<file path="config.mk">
export PLATFORM = sky130hd
export DESIGN_NAME = vram_bank_router
export DESIGN_NICKNAME = d
export VERILOG_FILES = /design/src/rtl/vram_route_pkg.sv /design/src/rtl/vr_direct_decode.sv /design/src/rtl/vr_slot_select.sv /design/src/rtl/vr_bank_addr.sv /design/src/rtl/vr_read_merge.sv /design/src/rtl/vram_bank_router.sv
export SDC_FILE = /design/constraint.sdc
export NUM_CORES = 1
export LEC_CHECK = 0
export ABC_AREA = 1
export CAP_MARGIN = 20
export CORE_AREA = 2 2 466 468
export CTS_CLUSTER_SIZE = 20
export DETAILED_ROUTE_END_ITERATION = 7
export DIE_AREA = 0 0 468 470
export DONT_BUFFER_PORTS = 1
export PLACE_DENSITY_LB_ADDON = 0.15
export SLEW_MARGIN = 25
export SYNTH_ARGS = -nofsm -noshare
export SYNTH_HDL_FRONTEND = slang
export SYNTH_SLANG_ARGS = --single-unit
</file>
<file path="constraint.sdc">
create_clock -name clk -period 4.15 [get_ports clk]
set_input_delay 1.245 -clock clk [delete_from_list [all_inputs] [get_ports clk]]
set_output_delay 1.245 -clock clk [all_outputs]
set_load 0.01 [all_outputs]
</file>
<file path="src/rtl/vram_route_pkg.sv">
package vram_route_pkg;

    localparam int NUM_BANKS = 9;
    localparam int ADDR_W    = 24;
    localparam int DATA_W    = 32;
    localparam int BE_W      = DATA_W / 8;
    localparam int LOCAL_AW  = 17;

    localparam int SLOTS_MAIN_BG  = 32;
    localparam int SLOTS_MAIN_OBJ = 16;
    localparam int SLOTS_SUB      = 8;
    localparam int SLOTS_COPROC   = 2;

    localparam int SLOT_LSB = 14;

    localparam logic [NUM_BANKS-1:0] ALLOW_MAIN_BG  = 9'h07F;
    localparam logic [NUM_BANKS-1:0] ALLOW_MAIN_OBJ = 9'h073;
    localparam logic [NUM_BANKS-1:0] ALLOW_SUB_BG   = 9'h184;
    localparam logic [NUM_BANKS-1:0] ALLOW_SUB_OBJ  = 9'h108;
    localparam logic [NUM_BANKS-1:0] ALLOW_COPROC   = 9'h00C;

    typedef enum logic [2:0] {
        VIEW_DIRECT   = 3'd0,
        VIEW_MAIN_BG  = 3'd1,
        VIEW_MAIN_OBJ = 3'd2,
        VIEW_SUB_BG   = 3'd3,
        VIEW_SUB_OBJ  = 3'd4,
        VIEW_COPROC   = 3'd5
    } view_e;

    typedef enum logic {
        ST_IDLE     = 1'b0,
        ST_READ_RET = 1'b1
    } rsp_state_e;

    // Local address width of each bank (log2 of its size in bytes).
    function automatic int bank_aw(input int b);
        case (b)
            0, 1, 2, 3: return 17;
            4:          return 16;
            7:          return 15;
            default:    return 14;
        endcase
    endfunction

endpackage

</file>
<file path="src/rtl/vr_direct_decode.sv">
module vr_direct_decode
    import vram_route_pkg::*;
(
    input  logic                 win_hit,
    input  logic [5:0]           blk_code,
    input  logic [NUM_BANKS-1:0] enable,
    output logic [NUM_BANKS-1:0] sel
);

    localparam logic [5:0] LARGE_BLKS = 6'd32;

    logic [NUM_BANKS-1:0] hit;

    always_comb begin
        hit = '0;
        if (win_hit) begin
            if (blk_code < LARGE_BLKS) begin
                hit[blk_code[4:3]] = 1'b1;
            end else begin
                case (blk_code)
                    6'd32, 6'd33, 6'd34, 6'd35: hit[4] = 1'b1;
                    6'd36:                      hit[5] = 1'b1;
                    6'd37:                      hit[6] = 1'b1;
                    6'd38, 6'd39:               hit[7] = 1'b1;
                    6'd40:                      hit[8] = 1'b1;
                    default:                    hit    = '0;
                endcase
            end
        end
    end

    assign sel = hit & enable;

endmodule

</file>
<file path="src/rtl/vr_slot_select.sv">
module vr_slot_select
    import vram_route_pkg::*;
(
    input  logic [2:0]                            view_sel,
    input  logic [4:0]                            slot_bits,
    input  logic [SLOTS_MAIN_BG*NUM_BANKS-1:0]    map_main_bg,
    input  logic [SLOTS_MAIN_OBJ*NUM_BANKS-1:0]   map_main_obj,
    input  logic [SLOTS_SUB*NUM_BANKS-1:0]        map_sub_bg,
    input  logic [SLOTS_SUB*NUM_BANKS-1:0]        map_sub_obj,
    input  logic [SLOTS_COPROC*NUM_BANKS-1:0]     map_coproc,
    output logic [NUM_BANKS-1:0]                  sel
);

    localparam int MBG_W = $clog2(SLOTS_MAIN_BG);
    localparam int MOB_W = $clog2(SLOTS_MAIN_OBJ);
    localparam int SUB_W = $clog2(SLOTS_SUB);
    localparam int CPR_W = $clog2(SLOTS_COPROC);

    logic [MBG_W-1:0] s_mbg;
    logic [MOB_W-1:0] s_mob;
    logic [SUB_W-1:0] s_sub;
    logic [CPR_W-1:0] s_cpr;

    assign s_mbg = slot_bits[MBG_W-1:0];
    assign s_mob = slot_bits[MOB_W-1:0];
    assign s_sub = slot_bits[SUB_W-1:0];
    // Coprocessor slots are 128 KiB: the slot bit is address bit 17.
    assign s_cpr = slot_bits[3 +: CPR_W];

    view_e view;
    assign view = view_e'(view_sel);

    always_comb begin
        sel = '0;
        case (view)
            VIEW_MAIN_BG:  sel = map_main_bg[s_mbg*NUM_BANKS +: NUM_BANKS]  & ALLOW_MAIN_BG;
            VIEW_MAIN_OBJ: sel = map_main_obj[s_mob*NUM_BANKS +: NUM_BANKS] & ALLOW_MAIN_OBJ;
            VIEW_SUB_BG:   sel = map_sub_bg[s_sub*NUM_BANKS +: NUM_BANKS]   & ALLOW_SUB_BG;
            VIEW_SUB_OBJ:  sel = map_sub_obj[s_sub*NUM_BANKS +: NUM_BANKS]  & ALLOW_SUB_OBJ;
            VIEW_COPROC:   sel = map_coproc[s_cpr*NUM_BANKS +: NUM_BANKS]   & ALLOW_COPROC;
            default:       sel = '0;
        endcase
    end

endmodule

</file>
<file path="src/rtl/vr_bank_addr.sv">
module vr_bank_addr
    import vram_route_pkg::*;
(
    input  logic [LOCAL_AW-1:0]           addr_low,
    output logic [NUM_BANKS*LOCAL_AW-1:0] bank_addr
);

    for (genvar b = 0; b < NUM_BANKS; b++) begin : g_bank
        localparam int AW = bank_aw(b);
        assign bank_addr[b*LOCAL_AW +: LOCAL_AW] = LOCAL_AW'(addr_low[AW-1:0]);
    end

endmodule

</file>
<file path="src/rtl/vr_read_merge.sv">
module vr_read_merge
    import vram_route_pkg::*;
(
    input  logic [NUM_BANKS-1:0]        sel,
    input  logic [NUM_BANKS*DATA_W-1:0] bank_rdata,
    input  logic [BE_W-1:0]             be,
    output logic [DATA_W-1:0]           merged
);

    logic [DATA_W-1:0] gated [NUM_BANKS];
    logic [DATA_W-1:0] acc;

    for (genvar b = 0; b < NUM_BANKS; b++) begin : g_gate
        assign gated[b] = sel[b] ? bank_rdata[b*DATA_W +: DATA_W] : '0;
    end

    always_comb begin
        acc = '0;
        for (int b = 0; b < NUM_BANKS; b++) begin
            acc = acc | gated[b];
        end
    end

    for (genvar l = 0; l < BE_W; l++) begin : g_lane
        assign merged[l*8 +: 8] = be[l] ? acc[l*8 +: 8] : 8'h00;
    end

endmodule

</file>
<file path="src/rtl/vram_bank_router.sv">
module vram_bank_router
    import vram_route_pkg::*;
(
    input  logic                                  clk,
    input  logic                                  rst_n,
    input  logic                                  req,
    input  logic                                  we,
    input  logic [2:0]                            view_sel,
    input  logic [ADDR_W-1:0]                     addr,
    input  logic [BE_W-1:0]                       be,
    input  logic [DATA_W-1:0]                     wdata,
    input  logic [NUM_BANKS-1:0]                  direct_en,
    input  logic [SLOTS_MAIN_BG*NUM_BANKS-1:0]    map_main_bg,
    input  logic [SLOTS_MAIN_OBJ*NUM_BANKS-1:0]   map_main_obj,
    input  logic [SLOTS_SUB*NUM_BANKS-1:0]        map_sub_bg,
    input  logic [SLOTS_SUB*NUM_BANKS-1:0]        map_sub_obj,
    input  logic [SLOTS_COPROC*NUM_BANKS-1:0]     map_coproc,
    input  logic [NUM_BANKS*DATA_W-1:0]           bank_rdata,
    output logic [NUM_BANKS-1:0]                  bank_we,
    output logic [NUM_BANKS*LOCAL_AW-1:0]         bank_addr,
    output logic [BE_W-1:0]                       bank_be,
    output logic [DATA_W-1:0]                     bank_wdata,
    output logic                                  rd_valid,
    output logic [DATA_W-1:0]                     rdata
);

    // addr[22:20] are mirror bits of the direct window.
    logic unused_mirror;
    assign unused_mirror = ^addr[22:20];

    logic [NUM_BANKS-1:0] direct_sel;
    logic [NUM_BANKS-1:0] remap_sel;
    logic [NUM_BANKS-1:0] sel;
    logic [DATA_W-1:0]    merged;
    logic                 rd_req;
    logic                 wr_req;

    rsp_state_e state_q;
    rsp_state_e state_nx;
    logic [DATA_W-1:0] rdata_q;

    vr_direct_decode i_direct (
        .win_hit  (addr[ADDR_W-1]),
        .blk_code (addr[19:SLOT_LSB]),
        .enable   (direct_en),
        .sel      (direct_sel)
    );

    vr_slot_select i_slot (
        .view_sel     (view_sel),
        .slot_bits    (addr[18:SLOT_LSB]),
        .map_main_bg  (map_main_bg),
        .map_main_obj (map_main_obj),
        .map_sub_bg   (map_sub_bg),
        .map_sub_obj  (map_sub_obj),
        .map_coproc   (map_coproc),
        .sel          (remap_sel)
    );

    vr_bank_addr i_baddr (
        .addr_low  (addr[LOCAL_AW-1:0]),
        .bank_addr (bank_addr)
    );

    vr_read_merge i_merge (
        .sel        (sel),
        .bank_rdata (bank_rdata),
        .be         (be),
        .merged     (merged)
    );

    assign sel    = (view_sel == VIEW_DIRECT) ? direct_sel : remap_sel;
    assign rd_req = req & ~we;
    assign wr_req = req & we;

    assign bank_we    = wr_req ? sel : '0;
    assign bank_be    = be;
    assign bank_wdata = wdata;

    // Response state register.
    always_ff @(posedge clk or negedge rst_n) begin
        if (!rst_n) begin
            state_q <= ST_IDLE;
        end else begin
            state_q <= state_nx;
        end
    end

    always_comb begin
        state_nx = ST_IDLE;
        unique case (state_q)
            ST_IDLE:     state_nx = rd_req ? ST_READ_RET : ST_IDLE;
            ST_READ_RET: state_nx = rd_req ? ST_READ_RET : ST_IDLE;
        endcase
    end

    always_ff @(posedge clk or negedge rst_n) begin
        if (!rst_n) begin
            rdata_q <= '0;
        end else if (rd_req) begin
            rdata_q <= merged;
        end
    end

    // Outputs from state.
    always_comb begin
        rd_valid = 1'b0;
        unique case (state_q)
            ST_IDLE:     rd_valid = 1'b0;
            ST_READ_RET: rd_valid = 1'b1;
        endcase
    end

    assign rdata = rdata_q;

endmodule

</file>
==> results.json <==
{
  "tns_ns": -1.74,
  "num_rows": 171,
  "postPlaceCellArea_sq_mm": 0.0118,
  "synth-seq-cells": 33,
  "dr.pass1.iters": 6,
  "timing.hold.worst.class": "reg -> reg",
  "final-max-slew-violation-count": 0,
  "die_w_um": 468,
  "setup.worst_path.start_class": "input pin",
  "cts_root_buf": "clkbuf_16",
  "worst_ep_arrival_time_ns": 3.15,
  "hold_ws_ns": 0.570,
  "final_common_cell": "nand2_1",
  "finalWorstSetupSlack_ns": -0.250,
  "via_per_inst": 2.41,
  "holdCritStartpoint": "rdata[22]",
  "grt_first_pass_wirelength_um": 117000,
  "io_buffers": 0,
  "setup_viol": 9,
  "drcViolationCount": 0,
  "synth_cell_type_count": 22,
  "maximum_number_of_pins_on_one_net_before_global_route_repair": 80,
  "startpoint": "addr[14]",
  "relSlewSlack_pct": 44.1,
  "floorplan.core_area_sq_mm": 0.216,
  "numCtsBuffers": 5,
  "final_cell_mix": "1052 x nand2_1, 107 x nor2_1, 92 x buf_4",
  "fin_nets": 2618,
  "r2r_slack_ns": 3.30,
  "post_drt_wl_per_cell_um": 21.1,
  "fin_util_pct": 5.98,
  "gpl.final_weighted_congestion": 0.887,
  "outcome": "complete, but fails checks",
  "end_kind": "primary output",
  "dp_hpwl_um": 83500,
  "vias": 10900,
  "share_of_layout_cells_above_drive_strength_1_pct": 16.6,
  "violations": "negative setup slack",
  "multiInputGateArea_sq_mm": 0.00630,
  "clkSlewWorstSetupHoldPaths_ns": 0.07,
  "floorplan.initialDensity_pct": 3.96,
  "worst_ep_required_time_ns": 2.90,
  "cts_tree": "yes",
  "worst-r2r-cell-count": 2,
  "grt_overflow": 0,
  "setup.worst_path.class": "in -> out",
  "synth-seq-area-share_pct": 9.67,
  "timing.final.hold_violations": 0,
  "clock_sink_count": 33,
  "grt_antenna_before_repair": 41,
  "clock.fmax_mhz": 227,
  "maxCapViolations": 0,
  "post-route-min-period_ns": 4.40,
  "crit-reg2reg-launch": "rdata[17]",
  "io_pins": 1189,
  "leakagePower_nw": 5.46,
  "rsz_0062_raised_after_global_routing": "true",
  "worst_ir_drop_vdd_mv": 0.127,
  "layout.filler_cells": 25900,
  "htree_levels": 2,
  "postSynthCellCount": 1767,
  "floorplan.die_area_sq_mm": 0.220,
  "power.density_mw_per_mm2": 163,
  "final_cell_area_sq_mm": 0.0129,
  "cts_max_path_buffers": 2,
  "drt.antenna.violating_nets": 0,
  "finClkSkew_ns": 0,
  "final_cells": 4531,
  "critPathMaxFanout": 81,
  "die_h_um": 470,
  "area_growth_syn_to_layout_pct": 51.0,
  "whs_path_depth": 2,
  "first_global_vias": 11100,
  "worstSkewPairLatency_ns": 0.32,
  "worstMarginPinSlew_ns": 0.838,
  "dp.cells": 4484,
  "aggregate_global_route_resource_usage_pct": 8.27,
  "avgSynthCellArea_sq_um": 4.83,
  "netlist_area_sq_mm": 0.00854,
  "holdPathEnd": "rdata[22]",
  "yosysWarnings": 0,
  "crit-reg2reg-capture": "rdata[17]",
  "finalCritPeriodShare_pct": 106,
  "area.sequential_sq_um": 826,
  "detailedRoute.firstIterationViolations": 726,
  "drt-total-wl_um": 95800
}
==> cells in the mapped netlist, drive strengths merged <==
cell type | number | area share (%)
a21boi | 32 | 2.8
a21oi | 57 | 3.3
buf | 252 | 21
clkbuf | 22 | 0.97
clkinv | 3 | 0.13
conb | 1 | 0.044
dfrtp | 33 | 9.7
inv | 37 | 1.7
nand2 | 1106 | 49
nand3 | 41 | 2.8
nand4 | 38 | 2.8
nor2 | 134 | 6.0
nor3 | 6 | 0.35
o21ai | 5 | 0.29
==> per-layer routing <==
layer / routed length, um / track usage (%) / vias to the layer above
met5: 55 / 0 / -
met4: 2930 / 2.27 / 8
met3: 7490 / 1.85 / 172
met2: 44400 / 13.8 / 679
met1: 40900 / 10.6 / 5040
li1: - / - / 5021
==> report_power, final <==
part	switching, mW	internal [mW]	total (mW)	leakage [nW]
registers	0.0999	0.369	0.469	0.437
logic	0.788	0.427	1.21	4.96
clock network	0.195	0.224	0.419	0.0642
==> sequential cells by signal, indices dropped and copies added, names as in the netlist <==
register  cells
rdata        32
state_q       1
==> critical path: stages <==
cell and delay [ns]:
nand2_8 0.19, inv_6 0.04, buf_12 0.14, buf_12 0.17, nand2_2 0.09, nand2_1 0.10
nor2_4 0.17, nor2_4 0.05, nor2_4 0.12, buf_4 0.13, nand2_1 0.05, nand3_2 0.10
nand3_4 0.09, buf_12 0.15, nand2_1 0.07, inv_2 0.08
==> cell families (layout without fill, tap and decap cells) <==
logic type | Yosys count | after routing | share of synthesized area (%)
flops | 33 | 33 | 9.67
simple gates | 1325 | 1325 | 60.5
buf+inv | 314 | 197 | 23.3
other cells | 1 | 28 | 0.0439
compound gates | 94 | 94 | 6.44
==> worst max-delay path by stage <==
| stage | end | slack (ns) | cells past startpoint |
|---|---|---|---|
| floorplan | bank_we[0] | 0.25 | 12 |
| global placement | rdata[23] | -0.67 | 20 |
| detailed placement | rdata[23] | -0.62 | 20 |
| CTS | bank_we[3] | -0.14 | 17 |
| global route | bank_we[3] | -0.25 | 15 |
| finish | bank_we[3] | -0.25 | 16 |
==> through the flow <==
step | setup slack, ns | total power [mW]
floorplan | 0.245 | 1.12
global placement | -0.665 | 1.67
detailed placement | -0.622 | 1.66
CTS | -0.137 | 2.21
global route | -0.251 | 2.33
finish | -0.250 | 2.10
==> layout make-up <==
class                      count  area share, %
timing repair buffer         148           14.0
antenna                       16          0.310
timing repair inverter         1         0.0873
multi-input combinational   1431           48.8
inverter                      40           1.66
clock inverter                 1         0.0582
sequential                    33           6.40
clock buffer                   7           1.03
tap                         2854           27.7
==> timing repair <==
action | 4_1_cts | 5_1_grt
endpoints found under the setup margin | 17 | 11
hold buffers | 0 | 0
setup buffers | 20 | 3
cloned | 3 | 2
hold endpoints to repair | 0 | 0
pin swaps | 35 | 24
resized for setup | 114 | 59
No activity file was read; power rests on OpenSTA's default activity.
